===== config.mk =====
export PLATFORM = sky130hd
export DESIGN_NAME = dbg_mem_seq
export DESIGN_NICKNAME = d
export VERILOG_FILES = /design/src/rtl/dbg_seq_pkg.sv /design/src/rtl/dbg_seq_retry.sv /design/src/rtl/dbg_seq_bank_cache.sv /design/src/rtl/dbg_seq_ctrl.sv /design/src/rtl/dbg_mem_seq.sv
export SDC_FILE = /design/constraint.sdc
export NUM_CORES = 1
export LEC_CHECK = 0
export ABC_CLOCK_PERIOD_IN_PS = 4700
export BUFFER_PORTS_ARGS = -buffer_cell sky130_fd_sc_hd__clkbuf_2
export CORE_ASPECT_RATIO = 2
export CORE_MARGIN = 2
export CORE_UTILIZATION = 54
export DETAILED_ROUTE_END_ITERATION = 10
export HOLD_SLACK_MARGIN = 0.02
export PLACE_DENSITY = 0.86
export REMOVE_ABC_BUFFERS = 1
export SETUP_SLACK_MARGIN = 0.4
export SYNTH_ARGS = -nofsm -noshare
export SYNTH_HDL_FRONTEND = slang
export SYNTH_SLANG_ARGS = --single-unit

===== constraint.sdc =====
create_clock -name clk -period 4.7 [get_ports clk]
set_input_delay 0.705 -clock clk [delete_from_list [all_inputs] [get_ports clk]]
set_output_delay 0.705 -clock clk [all_outputs]
set_load 0.02 [all_outputs]

===== src/rtl/dbg_seq_pkg.sv =====
package dbg_seq_pkg;

  localparam int WORD_W = 32;

  // acknowledge codes as delivered by the transfer engine
  localparam logic [2:0] ACK_OK    = 3'b001;
  localparam logic [2:0] ACK_WAIT  = 3'b010;
  localparam logic [2:0] ACK_FAULT = 3'b100;

  // two-bit register addresses used in transfer headers
  localparam logic [1:0] RA_ADDR_REG = 2'b01; // access port, address register
  localparam logic [1:0] RA_DATA_REG = 2'b11; // access port, data register
  localparam logic [1:0] RA_RD_BUF   = 2'b11; // debug port, read buffer
  localparam logic [1:0] RA_BANK_SEL = 2'b10; // debug port, bank select (write)
  localparam logic [1:0] RA_ABORT    = 2'b00; // debug port, abort (write)

  typedef enum logic [2:0] {
    STP_IDLE,
    STP_SEL,
    STP_TAR,
    STP_DRW,
    STP_RDBUF,
    STP_ABORT,
    STP_RESP
  } step_e;

  typedef enum logic [1:0] {
    RES_OK      = 2'b00,
    RES_TIMEOUT = 2'b01,
    RES_FAULT   = 2'b10
  } res_e;

  typedef struct packed {
    logic              ap;
    logic              rnw;
    logic [1:0]        a;
    logic [WORD_W-1:0] wdata;
  } xfer_t;

  function automatic logic [WORD_W-1:0] select_word(logic [7:0] ap_num, logic [3:0] bank);
    logic [WORD_W-1:0] w;
    w = '0;
    w[31:24] = ap_num;
    w[7:4]   = bank;
    return w;
  endfunction

  // sticky compare, sticky error, write-data error and overrun clear bits
  function automatic logic [WORD_W-1:0] abort_clear_word();
    logic [WORD_W-1:0] w;
    w = '0;
    for (int b = 1; b <= 4; b++) w[b] = 1'b1;
    return w;
  endfunction

  function automatic xfer_t build_xfer(step_e st, logic wr, logic [WORD_W-1:0] addr,
                                       logic [WORD_W-1:0] wdata, logic [WORD_W-1:0] sel);
    xfer_t x;
    x = '0;
    case (st)
      STP_SEL:   begin x.ap = 1'b0; x.rnw = 1'b0; x.a = RA_BANK_SEL; x.wdata = sel; end
      STP_TAR:   begin x.ap = 1'b1; x.rnw = 1'b0; x.a = RA_ADDR_REG; x.wdata = addr; end
      STP_DRW:   begin x.ap = 1'b1; x.rnw = !wr; x.a = RA_DATA_REG; x.wdata = wr ? wdata : '0; end
      STP_RDBUF: begin x.ap = 1'b0; x.rnw = 1'b1; x.a = RA_RD_BUF; x.wdata = '0; end
      STP_ABORT: begin x.ap = 1'b0; x.rnw = 1'b0; x.a = RA_ABORT; x.wdata = abort_clear_word(); end
      default:   x = '0;
    endcase
    return x;
  endfunction

  function automatic step_e step_after_ok(step_e st, logic wr);
    case (st)
      STP_SEL:   return STP_TAR;
      STP_TAR:   return STP_DRW;
      STP_DRW:   return wr ? STP_RESP : STP_RDBUF;
      default:   return STP_RESP;
    endcase
  endfunction

endpackage


===== src/rtl/dbg_seq_retry.sv =====
module dbg_seq_retry #(
  parameter int RETRY_W = 8
) (
  input  logic               clk,
  input  logic               rst_n,
  input  logic               clear,
  input  logic               wait_seen,
  input  logic [RETRY_W-1:0] limit,
  output logic               exhausted,
  output logic [RETRY_W-1:0] count
);

  assign exhausted = wait_seen && (count == limit);

  always_ff @(posedge clk or negedge rst_n) begin
    if (!rst_n)                     count <= '0;
    else if (clear)                 count <= '0;
    else if (wait_seen && !exhausted) count <= count + 1'b1;
  end

  AST_RETRY_BOUND: assert property (@(posedge clk) disable iff (!rst_n)
    !clear |-> count <= limit) else $error("retry count above limit");

endmodule


===== src/rtl/dbg_seq_bank_cache.sv =====
module dbg_seq_bank_cache #(
  parameter int WORD_W = 32
) (
  input  logic              clk,
  input  logic              rst_n,
  input  logic              store,
  input  logic              drop,
  input  logic [WORD_W-1:0] want,
  output logic              hit
);

  logic              held_valid;
  logic [WORD_W-1:0] held_word;

  assign hit = held_valid && (held_word == want);

  always_ff @(posedge clk or negedge rst_n) begin
    if (!rst_n) begin
      held_valid <= 1'b0;
      held_word  <= '0;
    end else if (drop) begin
      held_valid <= 1'b0;
    end else if (store) begin
      held_valid <= 1'b1;
      held_word  <= want;
    end
  end

  AST_DROP_CLEARS: assert property (@(posedge clk) disable iff (!rst_n)
    drop |=> !hit) else $error("cache still hits after fault");

endmodule


===== src/rtl/dbg_seq_ctrl.sv =====
module dbg_seq_ctrl
  import dbg_seq_pkg::*;
#(
  parameter logic [7:0] AP_NUM   = 8'h00,
  parameter logic [3:0] MEM_BANK = 4'h0
) (
  input  logic              clk,
  input  logic              rst_n,
  input  logic              mem_valid,
  output logic              mem_ready,
  input  logic              mem_write,
  input  logic [WORD_W-1:0] mem_addr,
  input  logic [WORD_W-1:0] mem_wdata,
  output logic              rsp_valid,
  output logic [1:0]        rsp_err,
  output logic [WORD_W-1:0] rsp_rdata,
  output logic              xf_req,
  output logic              xf_ap,
  output logic              xf_rnw,
  output logic [1:0]        xf_addr,
  output logic [WORD_W-1:0] xf_wdata,
  input  logic              xf_done,
  input  logic [2:0]        xf_ack,
  input  logic [WORD_W-1:0] xf_rdata,
  input  logic              sel_hit,
  input  logic              retry_exhausted,
  output logic [WORD_W-1:0] sel_want,
  output logic              sel_store,
  output logic              sel_drop,
  output logic              retry_clear,
  output logic              retry_wait
);

  localparam logic [WORD_W-1:0] SEL_WORD = select_word(AP_NUM, MEM_BANK);

  step_e             state, state_nx;
  logic              r_write;
  logic [WORD_W-1:0] r_addr, r_wdata, r_rdata;
  res_e              r_res;
  xfer_t             cur;

  // named events
  logic issuing, ack_ok, ack_wait;
  logic ev_accept, ev_done, ev_ok, ev_retry, ev_timeout, ev_fault, ev_abort_done;

  assign issuing   = (state == STP_SEL) || (state == STP_TAR) || (state == STP_DRW) ||
                     (state == STP_RDBUF) || (state == STP_ABORT);
  assign ack_ok    = (xf_ack == ACK_OK);
  assign ack_wait  = (xf_ack == ACK_WAIT);

  assign ev_accept     = (state == STP_IDLE) && mem_valid;
  assign ev_done       = issuing && xf_done;
  assign ev_abort_done = ev_done && (state == STP_ABORT);
  assign ev_ok         = ev_done && (state != STP_ABORT) && ack_ok;
  assign ev_retry      = ev_done && (state != STP_ABORT) && ack_wait && !retry_exhausted;
  assign ev_timeout    = ev_done && (state != STP_ABORT) && ack_wait && retry_exhausted;
  assign ev_fault      = ev_done && (state != STP_ABORT) && !ack_ok && !ack_wait;

  assign sel_want    = SEL_WORD;
  assign sel_store   = ev_ok && (state == STP_SEL);
  assign sel_drop    = ev_fault;
  assign retry_wait  = ev_done && (state != STP_ABORT) && ack_wait;
  assign retry_clear = (state == STP_IDLE) || (ev_done && !ack_wait);

  always_comb begin
    state_nx = state;
    if (state == STP_IDLE) begin
      if (mem_valid) state_nx = sel_hit ? STP_TAR : STP_SEL;
    end else if (state == STP_RESP) begin
      state_nx = STP_IDLE;
    end else if (ev_abort_done || ev_timeout) begin
      state_nx = STP_RESP;
    end else if (ev_fault) begin
      state_nx = STP_ABORT;
    end else if (ev_ok) begin
      state_nx = step_after_ok(state, r_write);
    end
  end

  always_ff @(posedge clk or negedge rst_n) begin
    if (!rst_n) begin
      state   <= STP_IDLE;
      r_write <= 1'b0;
      r_addr  <= '0;
      r_wdata <= '0;
      r_rdata <= '0;
      r_res   <= RES_OK;
    end else begin
      state <= state_nx;
      if (ev_accept) begin
        r_write <= mem_write;
        r_addr  <= mem_addr;
        r_wdata <= mem_wdata;
        r_rdata <= '0;
        r_res   <= RES_OK;
      end
      if (ev_ok && state == STP_RDBUF) r_rdata <= xf_rdata;
      if (ev_timeout)                  r_res   <= RES_TIMEOUT;
      if (ev_fault)                    r_res   <= RES_FAULT;
    end
  end

  always_comb cur = build_xfer(state, r_write, r_addr, r_wdata, SEL_WORD);

  assign mem_ready = (state == STP_IDLE);
  assign xf_req    = issuing;
  assign xf_ap     = cur.ap;
  assign xf_rnw    = cur.rnw;
  assign xf_addr   = cur.a;
  assign xf_wdata  = cur.wdata;
  assign rsp_valid = (state == STP_RESP);
  assign rsp_err   = r_res;
  assign rsp_rdata = r_rdata;

  AST_IDLE_QUIET: assert property (@(posedge clk) disable iff (!rst_n)
    mem_ready |-> !xf_req) else $error("transfer while idle");

  AST_XF_HOLD: assert property (@(posedge clk) disable iff (!rst_n)
    (xf_req && !xf_done) |=> (xf_req && $stable(xf_ap) && $stable(xf_rnw) &&
                              $stable(xf_addr) && $stable(xf_wdata))) else $error("fields moved");

  AST_RETRY_SAME: assert property (@(posedge clk) disable iff (!rst_n)
    ev_retry |=> (xf_req && $stable(xf_addr) && $stable(xf_ap) && $stable(xf_rnw))) else $error("retry changed transfer");

  AST_TIMEOUT_CODE: assert property (@(posedge clk) disable iff (!rst_n)
    ev_timeout |=> (rsp_valid && rsp_err == 2'b01 && !xf_req)) else $error("timeout not reported");

  AST_ABORT_FOLLOWS_FAULT: assert property (@(posedge clk) disable iff (!rst_n)
    ev_fault |=> (xf_req && !xf_ap && !xf_rnw && xf_addr == 2'b00)) else $error("no abort after fault");

  AST_RESP_THEN_READY: assert property (@(posedge clk) disable iff (!rst_n)
    rsp_valid |=> (mem_ready && !rsp_valid)) else $error("response not single");

endmodule


===== src/rtl/dbg_mem_seq.sv =====
module dbg_mem_seq
  import dbg_seq_pkg::*;
#(
  parameter logic [7:0] AP_NUM   = 8'h00,
  parameter logic [3:0] MEM_BANK = 4'h0,
  parameter int         RETRY_W  = 8
) (
  input  logic               clk,
  input  logic               rst_n,
  input  logic [RETRY_W-1:0] retry_limit,
  input  logic               mem_valid,
  output logic               mem_ready,
  input  logic               mem_write,
  input  logic [31:0]        mem_addr,
  input  logic [31:0]        mem_wdata,
  output logic               rsp_valid,
  output logic [1:0]         rsp_err,
  output logic [31:0]        rsp_rdata,
  output logic               xf_req,
  output logic               xf_ap,
  output logic               xf_rnw,
  output logic [1:0]         xf_addr,
  output logic [31:0]        xf_wdata,
  input  logic               xf_done,
  input  logic [2:0]         xf_ack,
  input  logic [31:0]        xf_rdata
);

  logic              sel_hit, sel_store, sel_drop;
  logic [WORD_W-1:0] sel_want;
  logic              retry_clear, retry_wait, retry_exhausted;
  logic [RETRY_W-1:0] retry_count;

  dbg_seq_ctrl #(.AP_NUM(AP_NUM), .MEM_BANK(MEM_BANK)) u_ctrl (
    .clk(clk), .rst_n(rst_n),
    .mem_valid(mem_valid), .mem_ready(mem_ready), .mem_write(mem_write),
    .mem_addr(mem_addr), .mem_wdata(mem_wdata),
    .rsp_valid(rsp_valid), .rsp_err(rsp_err), .rsp_rdata(rsp_rdata),
    .xf_req(xf_req), .xf_ap(xf_ap), .xf_rnw(xf_rnw), .xf_addr(xf_addr), .xf_wdata(xf_wdata),
    .xf_done(xf_done), .xf_ack(xf_ack), .xf_rdata(xf_rdata),
    .sel_hit(sel_hit), .retry_exhausted(retry_exhausted),
    .sel_want(sel_want), .sel_store(sel_store), .sel_drop(sel_drop),
    .retry_clear(retry_clear), .retry_wait(retry_wait)
  );

  dbg_seq_bank_cache #(.WORD_W(WORD_W)) u_cache (
    .clk(clk), .rst_n(rst_n), .store(sel_store), .drop(sel_drop),
    .want(sel_want), .hit(sel_hit)
  );

  dbg_seq_retry #(.RETRY_W(RETRY_W)) u_retry (
    .clk(clk), .rst_n(rst_n), .clear(retry_clear), .wait_seen(retry_wait),
    .limit(retry_limit), .exhausted(retry_exhausted), .count(retry_count)
  );

  AST_SEL_BEFORE_AP: assert property (@(posedge clk) disable iff (!rst_n)
    (mem_ready && mem_valid && !sel_hit) |=> (xf_req && !xf_ap && xf_addr == 2'b10)) else $error("select missing");

endmodule


* After elaboration in Yosys (flattened, before gate mapping)
Cells that the tools add are included.
Operators by class: add/subtract/negate cells 1, equal/unequal tests 11, muxes and demuxes 20, reductions and logical operators 31
Operators by type and width (number):
- $pmux 36 s5 | 1
- $mux 32 | 3
- $mux 3 | 6
- $mux 8 | 2
- $logic_and 1x1->1 | 14
- $mux 2 | 5
- $eq 3x2->1 const B | 3
- $eq 3x3->1 const B | 3
- $pmux 3 s3 | 1
- $add 8x1->8 const B | 1
- $eq 8x8->1 | 1
- $eq 3x1->1 const B | 2
- $logic_or 1x1->1 | 6
- $reduce_bool 2->1 | 3
- $reduce_bool 5->1 | 1
- $logic_not 1->1 | 4
- $logic_not 3->1 | 1
- $ne 3x3->1 const B | 1
- $reduce_bool 3->1 | 1
- $mux 1 | 2
- $ne 2x2->1 const B | 1
- $reduce_and 2->1 | 1
Word-level totals: register bits after elaboration 111, input port bits 112

* Longest topological paths before layout
word-level depth 14, depth in mapped cells 8, gate-level depth less buffers 5

* By module
From an unflattened synthesis, not the netlist that was laid out.
Second synthesis, totals: cells, all modules 655, area, all modules 7155.6 um^2
By module, submodules not included:
- dbg_seq_ctrl | instances 1, cells an instance 475, area an instance 4983.5 um^2, seq. area each 2552.4 um^2
- dbg_seq_bank_cache | instances 1, cells an instance 121, area an instance 1580.3 um^2, seq. area each 825.8 um^2
- dbg_seq_retry | instances 1, cells an instance 59, area an instance 591.8 um^2, seq. area each 200.2 um^2

* Least setup slack after synthesis
OpenSTA, ideal clock, no wires.
kind reg-to-output, start point register u_ctrl.state[2], end point output port xf_wdata[0], data arrival time 1.636 ns, slack 2.359 ns, stages on the path, launching flop included 7, cell sequence dfrtp_1 -> nand2b_1 -> inv_2 -> and3_1 -> clkbuf_1 -> buf_2 -> a22o_1
On the way: longest elaborated chain between the ends 2
Ends and longest elaborated chain:
- from (decl) | RTL line dbg_seq_ctrl.sv:36 | step_e state, state_nx;
- from (signal assigned) | RTL line dbg_seq_ctrl.sv:89 | state <= state_nx;
- $eq 3x3->1, or another cell as far along | RTL line dbg_seq_pkg.sv:60 | case (st)
- $pmux 36 s5 * | RTL line dbg_seq_pkg.sv:60
- to (decl) | RTL line dbg_mem_seq.sv:23 | output logic [31:0] xf_wdata,
Every way passes the cells marked *; elsewhere a longest branch is shown, timed or not.

* Final worst setup path
start point register u_ctrl.state[2], end point output port xf_wdata[6]
Same word-level chain as after synthesis.

==> impl_metrics.toml <==
[logic_synthesis]
syn-cell-area_sq_mm = 0.00519
synthCells = 592
synth_top_area_share_pct = 53.6
synth_ff_type = "dfrtp_1"
synth_top_area_cell = "dfrtp_1"
ys_warn_count = 0
ys_seq_area_share_pct = 53.6
synth-edff-count = 0
synth_cell_types = 50
async_reset_ff_share_pct = 100
synth_area_leaders = "dfrtp_1 54%, nand2_1 20%, a22o_1 4.9%"
syn_area_per_cell_sq_um = 8.76
synth-seq-cells = 111

[setup_path]
timing.rr.start = "u_ctrl.state[2]"
r2r_slack_ns = 2.04
crit_start = "u_ctrl.state[2]"
worst_setup_path_start_kind = "flop"
cp-end-kind = "primary output"
crit_arrival_ns = 2.89
r2r_end = "u_ctrl.r_wdata[9]"
crit_required_ns = 3.99
critPathMaxFanout = 29
path_class = "reg2out"
r2r_cells = 5

[die]
dieArea_sq_mm = 0.0105
io_pins = 185
dieHeight_um = 143
core-area_sq_mm = 0.00932
row_count = 50
die_x_um = 73.3
start_util_pct = 55.6

[power_and_ir_drop]
p_per_area_mw_per_mm2 = 590
max-vdd-ir-drop_uv = 337
leakage_nw = 3.61

[detailed_routing]
routed_wl_um = 13900
avgRoutedWirePerCell_um = 16.2
firstDrtPassIters = 6
final_antenna_net_count = 0
drt_iter0_markers = 416
avgViaCountPerCell = 5.64
num_vias = 4835
drc = 0

[worst_hold_path]
worstHoldStart = "u_ctrl.r_wdata[19]"
hold_end = "u_ctrl.r_wdata[19]"
hp-class = "reg2reg"
min_path_cells = 2

[clocking]
clk_latency_ns = 0.34
cts_buffers = 9
clock-root-buffer = "clkbuf_16"
path_clk_slew_ns = 0.07
cts.sinks = 111
ctsHoldBuffers = 0
cts_tree = "yes"
cts.path.max_buffers = 2
cts-htree-levels = 3
cts.repair.resized = 0
post-cts-setup-buffers = 0

[grt]
grt_overflow = 0
antenna_found_initial = 0
grt_max_degree = 100
grt_pass1_wl_um = 21900
grt.total_usage_pct = 27.1
grt_pass1_vias = 4799

[sta]
hold_ws_ns = 0.477
fin_crit_ns = 3.59
skew_ns = 0.00679
rsz0062_at_grt = "false"
period_share_pct = 76.4
hold_viol_final = 0
final-max-slew-violation-count = 0
slew_headroom_pct = 9.05
tightest_slew_ns = 1.36
setup_viol = 0
max_freq_ghz = 0.278
fin_tns_setup_ns = 0

[finish]
fin_util_pct = 69.0
design_area_sq_mm = 0.00643
synthToLayoutAreaGrowth_pct = 24.0
instances_no_fill = 858
diodes = 0
drive_gt1_share_pct = 28.8
layout.nets = 864

[placement]
placed_area_sq_mm = 0.00610
numPortBuffers = 184
place_congestion = 0.891
dpl.hpwl_um = 9960
placed_cells = 844

[status]
run_status = "finished, final reports clean"

[job]
maxCapViolCount = 0
## registers in the layout, summed over array words and instances, names as in the netlist
name,cells
u_ctrl.r_write,1
u_ctrl.rsp_rdata,32
u_ctrl.rsp_err,2
u_cache.held_valid,1
u_retry.count,8
u_ctrl.r_wdata,32
u_ctrl.r_addr,32
u_ctrl.state,3
## report_power, final
part / switching, mW / internal [mW] / leakage [nW]
clock: 0.331 / 0.517 / 0.158
combinational: 0.872 / 0.472 / 2.01
sequential: 0.290 / 1.31 / 1.45
## stage by stage
stage / setup WS (ns) / total power [mW]
2_1_floorplan: 1.65 / 2.42
3_3_place_gp: 1.69 / 2.87
3_5_place_dp: 1.52 / 2.94
4_1_cts: 1.14 / 3.80
5_1_grt: 0.934 / 4.03
6_report: 1.11 / 3.79
## worst max path at each step
stage,depth (start not counted),to,slack [ns]
after CTS,4,xf_wdata[17],1.14
after global placement,4,xf_wdata[11],1.69
final,4,xf_wdata[6],1.11
after floorplan,5,u_ctrl.rsp_err[1],1.65
after global routing,4,xf_wdata[6],0.93
after detailed placement,4,xf_wdata[17],1.52
## synth_stat cells (2+ instances only)
cell       count
a2111oi_1      2
a21o_1         2
a21oi_1        9
a22o_1        29
a31oi_1        5
buf_2         14
clkbuf_1      22
dfrtp_1      111
inv_1          2
inv_2          2
nand2_1      273
nand2b_1       5
nand3_1       37
nand3b_1       2
nand4_1        5
nor2_1        14
nor2b_1        4
nor3b_1        2
nor4_4         2
o21ai_0        7
o21ai_1        2
o22a_1         2
xnor2_1        6
xor2_1         6
xor2_2         2
## cell usage in the layout (no fill, tap or decap), types with 2 or more instances in the layout
cell type / instances
a2111oi_1: 2
a21o_1: 2
a21oi_1: 9
a22o_1: 29
a31oi_1: 5
buf_4: 3
bufinv_16: 3
clkbuf_16: 9
clkbuf_2: 183
dfrtp_1: 111
inv_1: 2
inv_2: 2
nand2_1: 272
nand2b_1: 5
nand3_1: 37
nand3b_1: 2
nand4_1: 5
nor2_1: 13
nor2b_1: 4
nor3b_1: 2
nor4_4: 2
o21ai_0: 7
o21ai_1: 2
o22a_1: 2
xnor2_1: 6
xor2_1: 6
xor2_2: 2
## logic make-up (layout without fill, tap and decap cells)
| family | Yosys count | count (layout) | synth area share, % |
|---|---|---|---|
| AOI/OAI and AO/OA | 69 | 69 | 10.6 |
| xor gates and xnor gates | 14 | 14 | 2.65 |
| adders and majority gates | 1 | 1 | 0.241 |
| buffers and inverters | 42 | 204 | 3.52 |
| DFF | 111 | 111 | 53.6 |
| muxes | 1 | 1 | 0.193 |
| and+or+nand+nor | 354 | 354 | 29.2 |
## critical path: stages, from the launching register on
cell and delay [ns]:
dfrtp_1 0.60, nand2b_1 0.37, nor2_2 1.08, a22o_1 0.30
clkbuf_2 0.17
## layer usage
metal	part of all wire, %	GRT usage (%)	wire (um)	vias to the layer above
met5	0	0	0	-
met4	5.2	16.2	721	0
met3	5.5	6.16	770	63
met2	54	45.7	7510	221
met1	35	30.3	4890	2299
li1	-	-	-	2252
## layout make-up
cell class	count	area, sq um
fill	733	2890
sequential	111	2780
multi-input combinational	439	2240
timing repair buffer	186	938
clock buffer	9	225
tap	104	130
clock inverter	5	106
inverter	4	15.0
No activity file was read; power rests on OpenSTA's default activity.
